<file path="config.mk">
export PLATFORM = sky130hd
export DESIGN_NAME = smul_slice
export DESIGN_NICKNAME = d
export VERILOG_FILES = /design/src/rtl/smul_pkg.sv /design/src/rtl/smul_pipe_reg.sv /design/src/rtl/smul_mult.sv /design/src/rtl/smul_slice.sv
export SDC_FILE = /design/constraint.sdc
export NUM_CORES = 1
export LEC_CHECK = 0
export BUFFER_PORTS_ARGS = -buffer_cell sky130_fd_sc_hd__buf_2
export CAP_MARGIN = 20
export CORE_MARGIN = 2
export CORE_UTILIZATION = 57
export DETAILED_ROUTE_END_ITERATION = 8
export HOLD_SLACK_MARGIN = 0.06
export PLACE_DENSITY = 0.83
export SETUP_SLACK_MARGIN = 0.3
export SLEW_MARGIN = 10
export SYNTH_ARGS = -nofsm -noshare
export SYNTH_HDL_FRONTEND = slang
export SYNTH_SLANG_ARGS = --single-unit
</file>
<file path="constraint.sdc">
create_clock -name clk -period 6.3 [get_ports clk]
set_input_delay 1.26 -clock clk [delete_from_list [all_inputs] [get_ports clk]]
set_output_delay 1.26 -clock clk [all_outputs]
set_load 0.1 [all_outputs]
</file>
<file path="src/rtl/smul_pkg.sv">
package smul_pkg;

    localparam int OP_W   = 18;
    localparam int PROD_W = 2 * OP_W;

    typedef logic signed [OP_W-1:0]   opnd_t;
    typedef logic signed [PROD_W-1:0] prod_t;

    typedef enum logic {
        BSRC_LOCAL = 1'b0,
        BSRC_CHAIN = 1'b1
    } bsrc_e;

    // Decoded (active-high) controls of one pipeline register.
    typedef struct packed {
        logic load;
        logic clear;
    } regctl_t;

    function automatic regctl_t decode_ctl(input logic en_pin, input logic clr_pin,
                                           input bit inv_en, input bit inv_clr);
        regctl_t c;
        c.load  = en_pin ^ inv_en;
        c.clear = clr_pin ^ inv_clr;
        return c;
    endfunction

    // Full-width signed product: both operands sign-extended first.
    function automatic prod_t signed_mul(input opnd_t a, input opnd_t b);
        prod_t ax;
        prod_t bx;
        ax = prod_t'(a);
        bx = prod_t'(b);
        return ax * bx;
    endfunction

endpackage

</file>
<file path="src/rtl/smul_pipe_reg.sv">
module smul_pipe_reg
    import smul_pkg::*;
#(
    parameter int W       = 18,
    parameter bit PRESENT = 1'b1
) (
    input  logic          clk,
    input  regctl_t       ctl,
    input  logic [W-1:0]  d,
    output logic [W-1:0]  q
);

    generate
        if (PRESENT) begin : g_reg
            logic [W-1:0] stage_q = '0;

            always_ff @(posedge clk) begin
                if (ctl.clear)
                    stage_q <= '0;
                else if (ctl.load)
                    stage_q <= d;
            end

            assign q = stage_q;

            AST_CLEAR_WINS: assert property (@(posedge clk)
                ctl.clear |=> (stage_q == '0));
            AST_LOAD_TAKES: assert property (@(posedge clk) disable iff (ctl.clear)
                ctl.load |=> (stage_q == $past(d)));
            AST_IDLE_HOLDS: assert property (@(posedge clk) disable iff (ctl.clear)
                !ctl.load |=> $stable(stage_q));
        end else begin : g_wire
            logic unused_ctl;
            assign unused_ctl = ^{clk, ctl};
            assign q = d;
        end
    endgenerate

endmodule

</file>
<file path="src/rtl/smul_mult.sv">
module smul_mult
    import smul_pkg::*;
(
    input  opnd_t a,
    input  opnd_t b,
    output prod_t p
);

    always_comb begin
        p = signed_mul(a, b);
    end

endmodule

</file>
<file path="src/rtl/smul_slice.sv">
module smul_slice
    import smul_pkg::*;
#(
    parameter bit    USE_AREG  = 1'b1,
    parameter bit    USE_BREG  = 1'b1,
    parameter bit    USE_PREG  = 1'b1,
    parameter bsrc_e B_SRC     = BSRC_LOCAL,
    parameter bit    INV_CLK   = 1'b0,
    parameter bit    INV_CE_A  = 1'b0,
    parameter bit    INV_RST_A = 1'b0,
    parameter bit    INV_CE_B  = 1'b0,
    parameter bit    INV_RST_B = 1'b0,
    parameter bit    INV_CE_P  = 1'b0,
    parameter bit    INV_RST_P = 1'b0
) (
    input  logic                     clk,
    input  logic signed [OP_W-1:0]   a_in,
    input  logic signed [OP_W-1:0]   b_in,
    input  logic signed [OP_W-1:0]   bc_in,
    input  logic                     ce_a,
    input  logic                     rst_a,
    input  logic                     ce_b,
    input  logic                     rst_b,
    input  logic                     ce_p,
    input  logic                     rst_p,
    output logic signed [PROD_W-1:0] p_out,
    output logic signed [OP_W-1:0]   bc_out
);

    localparam int MSB = OP_W - 1;

    logic    act_clk;
    regctl_t ctl_a;
    regctl_t ctl_b;
    regctl_t ctl_p;
    opnd_t   b_pick;
    opnd_t   a_op;
    opnd_t   b_op;
    prod_t   prod;

    assign act_clk = clk ^ INV_CLK;
    assign ctl_a   = decode_ctl(ce_a, rst_a, INV_CE_A, INV_RST_A);
    assign ctl_b   = decode_ctl(ce_b, rst_b, INV_CE_B, INV_RST_B);
    assign ctl_p   = decode_ctl(ce_p, rst_p, INV_CE_P, INV_RST_P);

    generate
        if (B_SRC == BSRC_CHAIN) begin : g_bchain
            logic unused_local;
            assign unused_local = ^b_in;
            assign b_pick = bc_in;
        end else begin : g_blocal
            logic unused_chain;
            assign unused_chain = ^bc_in;
            assign b_pick = b_in;
        end
    endgenerate

    smul_pipe_reg #(.W(OP_W), .PRESENT(USE_AREG)) u_areg (
        .clk (act_clk), .ctl (ctl_a), .d (a_in), .q (a_op)
    );

    smul_pipe_reg #(.W(OP_W), .PRESENT(USE_BREG)) u_breg (
        .clk (act_clk), .ctl (ctl_b), .d (b_pick), .q (b_op)
    );

    smul_mult u_mult (
        .a (a_op), .b (b_op), .p (prod)
    );

    smul_pipe_reg #(.W(PROD_W), .PRESENT(USE_PREG)) u_preg (
        .clk (act_clk), .ctl (ctl_p), .d (prod), .q (p_out)
    );

    assign bc_out = b_op;

    AST_SIGN_RULE: assert property (@(posedge act_clk) disable iff (ctl_p.clear)
        ((a_op != '0) && (b_op != '0)) |->
            ((prod != '0) && (prod[PROD_W-1] == (a_op[MSB] ^ b_op[MSB]))));

endmodule

</file>
==> impl_metrics.env, run 1 <==
export IMPL_grt_start_max_net_pins=32
export IMPL_yosysTopAreaCell="fa_1"
export IMPL_cts_htree_levels=3
export IMPL_finalHoldViolCount=0
export IMPL_drive_gt1_share_pct=19.4
export IMPL_cts_max_path_buffers=2
export IMPL_grt_first_pass_wirelength_mm=59.6
export IMPL_synth_cell_type_count=63
export IMPL_crit_path_start_kind="register"
export IMPL_syn_inst=1600
export IMPL_cts_tree="done"
export IMPL_worstMarginPinSlew_ps=850
export IMPL_hpwl_mm=28.2
export IMPL_dieArea_sq_mm=0.0271
export IMPL_fp_row_count=58
export IMPL_cts_buffers=9
export IMPL_yosysMostFrequentCell="inv_1"
export IMPL_syn_area_sq_mm=0.0147
export IMPL_instances_no_fill=2067
export IMPL_synth_warnings=0
export IMPL_synth_nets=2083
export IMPL_fin_nets=2215
export IMPL_p_per_area_mw_per_mm2=181
export IMPL_diodes=0
export IMPL_grtUsageTotal_pct=28.6
export IMPL_die_w_um=165
export IMPL_synth_top_area_share_pct=44.7
export IMPL_firstDrtPassIters=5
export IMPL_clk_insertion_delay_late_ps=370
export IMPL_cp_end_kind="register"
export IMPL_leakagePower_nw=8.78
export IMPL_start_util_pct=58.3
export IMPL_grt_pass1_vias=12372
export IMPL_yosys_top_cells_area="fa_1 45%, dfxtp_1 9.8%, inv_1 9.4%"
export IMPL_hold_class="reg2reg"
export IMPL_min_period_ps=6200
export IMPL_vias_per_cell=5.50
export IMPL_fmax_mhz=161
export IMPL_ir_drop_uv=267
export IMPL_met1_length_mm=13.1
export IMPL_synth_avg_cell_area_sq_um=9.20
export IMPL_async_reset_ff_share_pct=0
export IMPL_utilization_pct=67.4
export IMPL_clock_skew_ps=18.0
export IMPL_cts_num_sinks=72
export IMPL_wl_met2_mm=20.3
export IMPL_rsz0062_at_grt="yes"
export IMPL_cp_arrival_ps=6450
export IMPL_fillers=1829
export IMPL_critical_path_class="reg2reg"
export IMPL_synth_edf_count=0
export IMPL_antenna_found_initial=1
export IMPL_top_layer_used="met4"
export IMPL_clk_pin_slew_ps=70
export IMPL_synth_ff_type="dfxtp_1"
export IMPL_port_buffers=96
export IMPL_drt_initial_drc_count=825
export IMPL_die_h_um=165
export IMPL_drt_wl_total_mm=38.4
export IMPL_ios=115
export IMPL_ys_seq_elements=72
export IMPL_setup_viol=0
export IMPL_dr_wl_met3_mm=2.67
export IMPL_wl_per_cell_um=18.6
export IMPL_gp_congestion=0.870
export IMPL_seq_area_frac_synth_pct=9.79
export IMPL_cp_data_required_time_ps=6560
export IMPL_drv_slew=0
export IMPL_synth_common_cells="369 x inv_1, 329 x fa_1, 171 x nand2_1, 161 x and2_1, 93 x ha_1"
export IMPL_fin_crit_sh_pct=98.4
export IMPL_postRouteAntennaNets=0
export IMPL_cp_max_fo=21
export IMPL_outcome="finished, final reports clean"
export IMPL_via_count=11369
export IMPL_fp_coreArea_sq_mm=0.0253
export IMPL_area_growth_pct=15.5
export IMPL_slew_limit_headroom_pct=43.4
export IMPL_max_cap_violations=0
export IMPL_post_route_drc_count=0
export IMPL_grt_overflow=0
export IMPL_power_total_w=0.00308
export IMPL_setup_tns_ps=0
export IMPL_dp_cells=2004
export IMPL_cts_root_buffer="clkbuf_16"
cells by family after synthesis:
kind of cell    after synthesis  share of synthesized area, %
xor+xnor                     33                          1.96
flops                        72                          9.79
fa+ha+maj                   422                          52.6
mux                          56                          3.82
buf+inv                     449                          11.6
compound gates               95                          4.59
simple gates                473                          15.6
cell usage in the layout (no fill, tap or decap), types with 8 or more instances in the layout:
master / n
dfxtp_4: 23
xnor2_1: 26
nand2_1: 163
nor2_1: 88
inv_1: 356
clkbuf_16: 9
inv_2: 12
ha_4: 15
o21ai_1: 11
o21a_1: 8
buf_2: 97
nand3_1: 8
fa_2: 11
dfxtp_1: 39
a21oi_2: 8
ha_1: 77
mux2i_1: 54
and2_1: 159
nor2b_1: 16
buf_6: 15
a21oi_1: 21
fa_1: 318
dfxtp_2: 10
buf_4: 79
critical path: stages (launching register included):
cell and delay (ps):
dfxtp_2 630, nor2b_1 300, fa_1 470, fa_1 540, fa_1 460, fa_2 520, fa_1 490, inv_1 50
fa_1 470, inv_1 60, ha_4 280, nand4_1 230, nor3_4 310, nand3_2 110, or3_4 360, nand4b_1 220
a211oi_2 130, xor2_1 210, nor2_1 80, a31o_1 190
stage by stage:
| stage | hold slack, ps | setup slack [ps] | instance area, sq um |
|---|---|---|---|
| global placement | 438 | 46.5 | 15900 |
| floorplan | 528 | 280 | 15000 |
| detailed placement | 440 | -49.4 | 15900 |
| CTS | 458 | 243 | 16600 |
| finish | 451 | 101 | 17000 |
| global route | 484 | -40.6 | 17000 |
power breakdown:
part	internal (W)	switching, W	leakage [nW]
Combinational	0.000723	0.00124	8.04
Sequential	0.000512	0.0000750	0.611
Clock	0.000276	0.000254	0.133
per-layer routing:
| metal | GRT usage (%) | vias to the layer above |
|---|---|---|
| li1 | - | 4954 |
| met1 | 32.5 | 5737 |
| met2 | 51.3 | 498 |
| met3 | 4.77 | 180 |
| met4 | 15.9 | 0 |
| met5 | 0 | - |
timing repair:
action	in CTS	in global routing
setup endpoints to repair	12	15
hold buffers	0	0
buffers inserted	28	19
pin swaps	22	46
gates resized for setup	45	76
worst paths after layout:
path         slack (ps)      endpoint    startpoint  depth (start not counted)
max                 100  u_preg.q[33]  u_breg.q[17]                         19
min                 450  u_preg.q[28]  u_preg.q[28]                          2
max reg2reg         100  u_preg.q[33]  u_breg.q[17]                         19
min reg2reg         450  u_preg.q[28]  u_preg.q[28]                          2
layout make-up:
type,instances,area (sq um),share of cell area (%)
multi-input cells,1079,12000,70.4
flip-flops and latches,72,1540,9.05
repair buffers,200,1400,8.21
inverters,370,1390,8.18
well taps,330,413,2.43
clock buffers,9,225,1.32
clock inverters,7,62.6,0.368
sequential cells by signal, indices dropped and copies added (netlist names):
register	cells
u_preg.q	36
u_breg.q	18
u_areg.q	18
No activity file was read; power rests on OpenSTA's default activity.
==> inputs of run 2 (changes only) <==
--- a/config.mk
+++ b/config.mk
@@ -12,6 +12,7 @@
 export DETAILED_ROUTE_END_ITERATION = 8
 export HOLD_SLACK_MARGIN = 0.06
 export PLACE_DENSITY = 0.83
+export REMOVE_ABC_BUFFERS = 1
 export SETUP_SLACK_MARGIN = 0.3
 export SLEW_MARGIN = 10
 export SYNTH_ARGS = -nofsm -noshare
==> constraint.sdc (replaced) <==
create_clock -name clk -period 6.3 [get_ports clk]
set_input_delay 1.26 -clock clk [delete_from_list [all_inputs] [get_ports clk]]
set_output_delay 1.26 -clock clk [all_outputs]
set_load 0.005 [all_outputs]
==> run 2 against run 1 <==
Compared with the run above: sequential share of layout area is essentially flat; global-route usage rose by 0.28 points; utilization fell by 0.21 points; worst setup slack gained 100 ps; via count grew 0.21%; clock power shrank 0.9%; sequential power decreased by 3%; first-iteration DRC count unchanged; hold slack improved by 7.0 ps; final cell count is essentially flat; sequential cell count stayed put; critical path type unchanged; critical endpoint is now u_preg.q[34]; largest cell class unchanged; largest power group unchanged.
==> impl_metrics.env, run 2 (same netlist as run 1, synthesis figures left out) <==
export IMPL_cts_max_path_buffers=2
export IMPL_outcome="finished, final reports clean"
export IMPL_cp_max_fo=6
export IMPL_die_w_um=165
export IMPL_holdPathEnd="u_preg.q[35]"
export IMPL_instances_no_fill=2065
export IMPL_setup_tns_ps=0
export IMPL_grt_pass1_vias=12437
export IMPL_hold_depth=2
export IMPL_dp_cells=2020
export IMPL_fin_nets=2214
export IMPL_antenna_found_initial=2
export IMPL_cts_htree_levels=3
export IMPL_pwr_share_clk_pct=19.4
export IMPL_hold_class="reg2reg"
export IMPL_critical_path_max_stage_delay_ps=540
export IMPL_grtUsageTotal_pct=28.9
export IMPL_worstPathCellList="buf_6 -> and2_4 -> fa_1 -> inv_2 -> fa_1 -> inv_1 -> fa_1 -> inv_1 -> fa_1 -> fa_1 -> fa_1 -> inv_2 -> ha_4 -> a21oi_2 -> o21ai_2 -> or3_4 -> a41o_1 -> a21oi_4 -> o221ai_2 -> o311ai_2 -> mux2i_1 -> o22ai_2"
export IMPL_design_area_sq_mm=0.0170
export IMPL_final_common_cell="inv_1"
export IMPL_ios=115
export IMPL_gp_congestion=0.868
export IMPL_switchingPower_w=0.00117
export IMPL_via_count=11393
export IMPL_area_growth_pct=15.2
export IMPL_largest_reg_flops=36
export IMPL_wl_per_cell_um=18.2
export IMPL_worstMarginPinSlew_ps=794
export IMPL_firstDrtPassIters=5
export IMPL_cp_data_required_time_ps=6510
export IMPL_postRouteAntennaNets=0
export IMPL_diodes=0
export IMPL_clk_insertion_delay_late_ps=350
export IMPL_setup_viol=0
export IMPL_slew_limit_headroom_pct=47.1
export IMPL_p_int_w=0.00154
export IMPL_ir_drop_uv=135
export IMPL_crit_top_cell="fa_1"
export IMPL_place_area_sq_mm=0.0159
export IMPL_cts_num_sinks=72
export IMPL_post_route_drc_count=0
export IMPL_combPwrFrac_pct=59.5
export IMPL_hpwl_mm=28.6
export IMPL_grt_overflow=0
export IMPL_utilization_pct=67.2
export IMPL_clock_skew_ps=9.02
export IMPL_critical_path_class="reg2reg"
export IMPL_cts_tree="done"
export IMPL_layout_common_cells="357 x inv_1, 319 x fa_1, 166 x nand2_1"
export IMPL_fp_coreArea_sq_mm=0.0253
export IMPL_seq_power_share_pct=21.1
export IMPL_fp_row_count=58
export IMPL_rsz0062_at_grt="yes"
export IMPL_ff2ff_path_depth=22
export IMPL_cts_root_buffer="clkbuf_16"
export IMPL_r2r_end="u_preg.q[34]"
export IMPL_drv_slew=0
export IMPL_vias_per_cell=5.52
export IMPL_hold_start="u_preg.q[35]"
export IMPL_die_h_um=165
export IMPL_p_per_area_mw_per_mm2=160
export IMPL_port_buffers=96
export IMPL_sw_frac_of_total_pct=43.1
export IMPL_drive_gt1_share_pct=18.8
export IMPL_whs_ps=458
export IMPL_start_util_pct=58.3
export IMPL_cp_arrival_ps=6310
export IMPL_dieArea_sq_mm=0.0271
export IMPL_finalHoldViolCount=0
export IMPL_max_cap_violations=0
export IMPL_postCtsHoldBufs=0
export IMPL_cts_buffers=9
export IMPL_rr_startpoint="u_breg.q[4]"
export IMPL_leakagePower_nw=8.74
export IMPL_min_period_ps=6100
export IMPL_fmax_mhz=164
export IMPL_ff2ff_setup_slack_ps=200
export IMPL_drt_initial_drc_count=825
export IMPL_drt_wl_total_mm=37.6
export IMPL_crit_path_start_kind="register"
export IMPL_grt_first_pass_wirelength_mm=60.6
export IMPL_clk_pin_slew_ps=60
export IMPL_fin_crit_sh_pct=96.8
export IMPL_cp_end_kind="register"
export IMPL_cpMaxStageDelayCell="fa_1"
export IMPL_grt_start_max_net_pins=32
run 2: cell count changes in the layout (fill, tap and decap cells not counted), sizes merged:
cell,before,now
inv,373,369
clkinvlp,3,2
buf,200,199
clkbuf,9,10
bufinv,0,1
clkinv,1,3
run 2: worst max-delay path, delay by kind of cell (launching register included):
kind | cells | cell delay, ps
AND/OR/NAND/NOR | 2 | 500
buffers and inverters | 5 | 360
multiplexers | 1 | 250
AO/OA/AOI/OAI | 7 | 1170
adder cells (fa/ha/maj) | 7 | 3300
flip-flops | 1 | 380
run 2: power by group through the flow:
stage / Clock, W / Combinational (W) / Sequential (W)
after global routing: 0.000549 / 0.00178 / 0.000577
after floorplan: 0 / 0.000884 / 0.000591
final: 0.000525 / 0.00161 / 0.000573
after detailed placement: 0 / 0.00139 / 0.000581
after CTS: 0.000527 / 0.00146 / 0.000570
after global placement: 0 / 0.00135 / 0.000578
run 2: layout make-up:
class,instances,area (sq um)
clock buffers,10,229
multi-input cells,1079,11900
fillers,1841,8290
well taps,330,413
repair buffers,199,1420
flip-flops and latches,72,1540
clock inverters,5,58.8
inverters,370,1390
run 2: metal layers:
metal	vias to the layer above	GRT usage (%)	share of wire, %
met5	-	0	0.045
met4	2	13.7	4.3
met3	152	4.80	7.1
met2	532	50.2	52
met1	5749	35.2	37
li1	4958	-	-
run 2: through the flow:
step           setup WS (ps)  total power [W]
2_1_floorplan            292          0.00148
3_5_place_dp           -58.4          0.00197
3_3_place_gp            57.3          0.00193
4_1_cts                  279          0.00256
6_report                 203          0.00271
5_1_grt                 9.30          0.00291
run 2: worst max-delay path by stage:
stage / startpoint / endpoint / slack, ps / depth (start not counted)
final: u_breg.q[4] / u_preg.q[34] / 200 / 22
after global routing: u_areg.q[14] / u_preg.q[33] / 9 / 19
after CTS: u_areg.q[7] / u_preg.q[34] / 280 / 22
after detailed placement: u_breg.q[7] / u_preg.q[34] / -60 / 22
after global placement: u_breg.q[7] / u_preg.q[34] / 60 / 22
after floorplan: u_breg.q[3] / u_preg.q[33] / 290 / 20
run 2: timing repair:
item | in CTS | in global routing
resized for setup | 92 | 68
buffers inserted | 16 | 13
setup endpoints to repair | 13 | 16
gates cloned | 1 | 0
pin swaps | 32 | 50
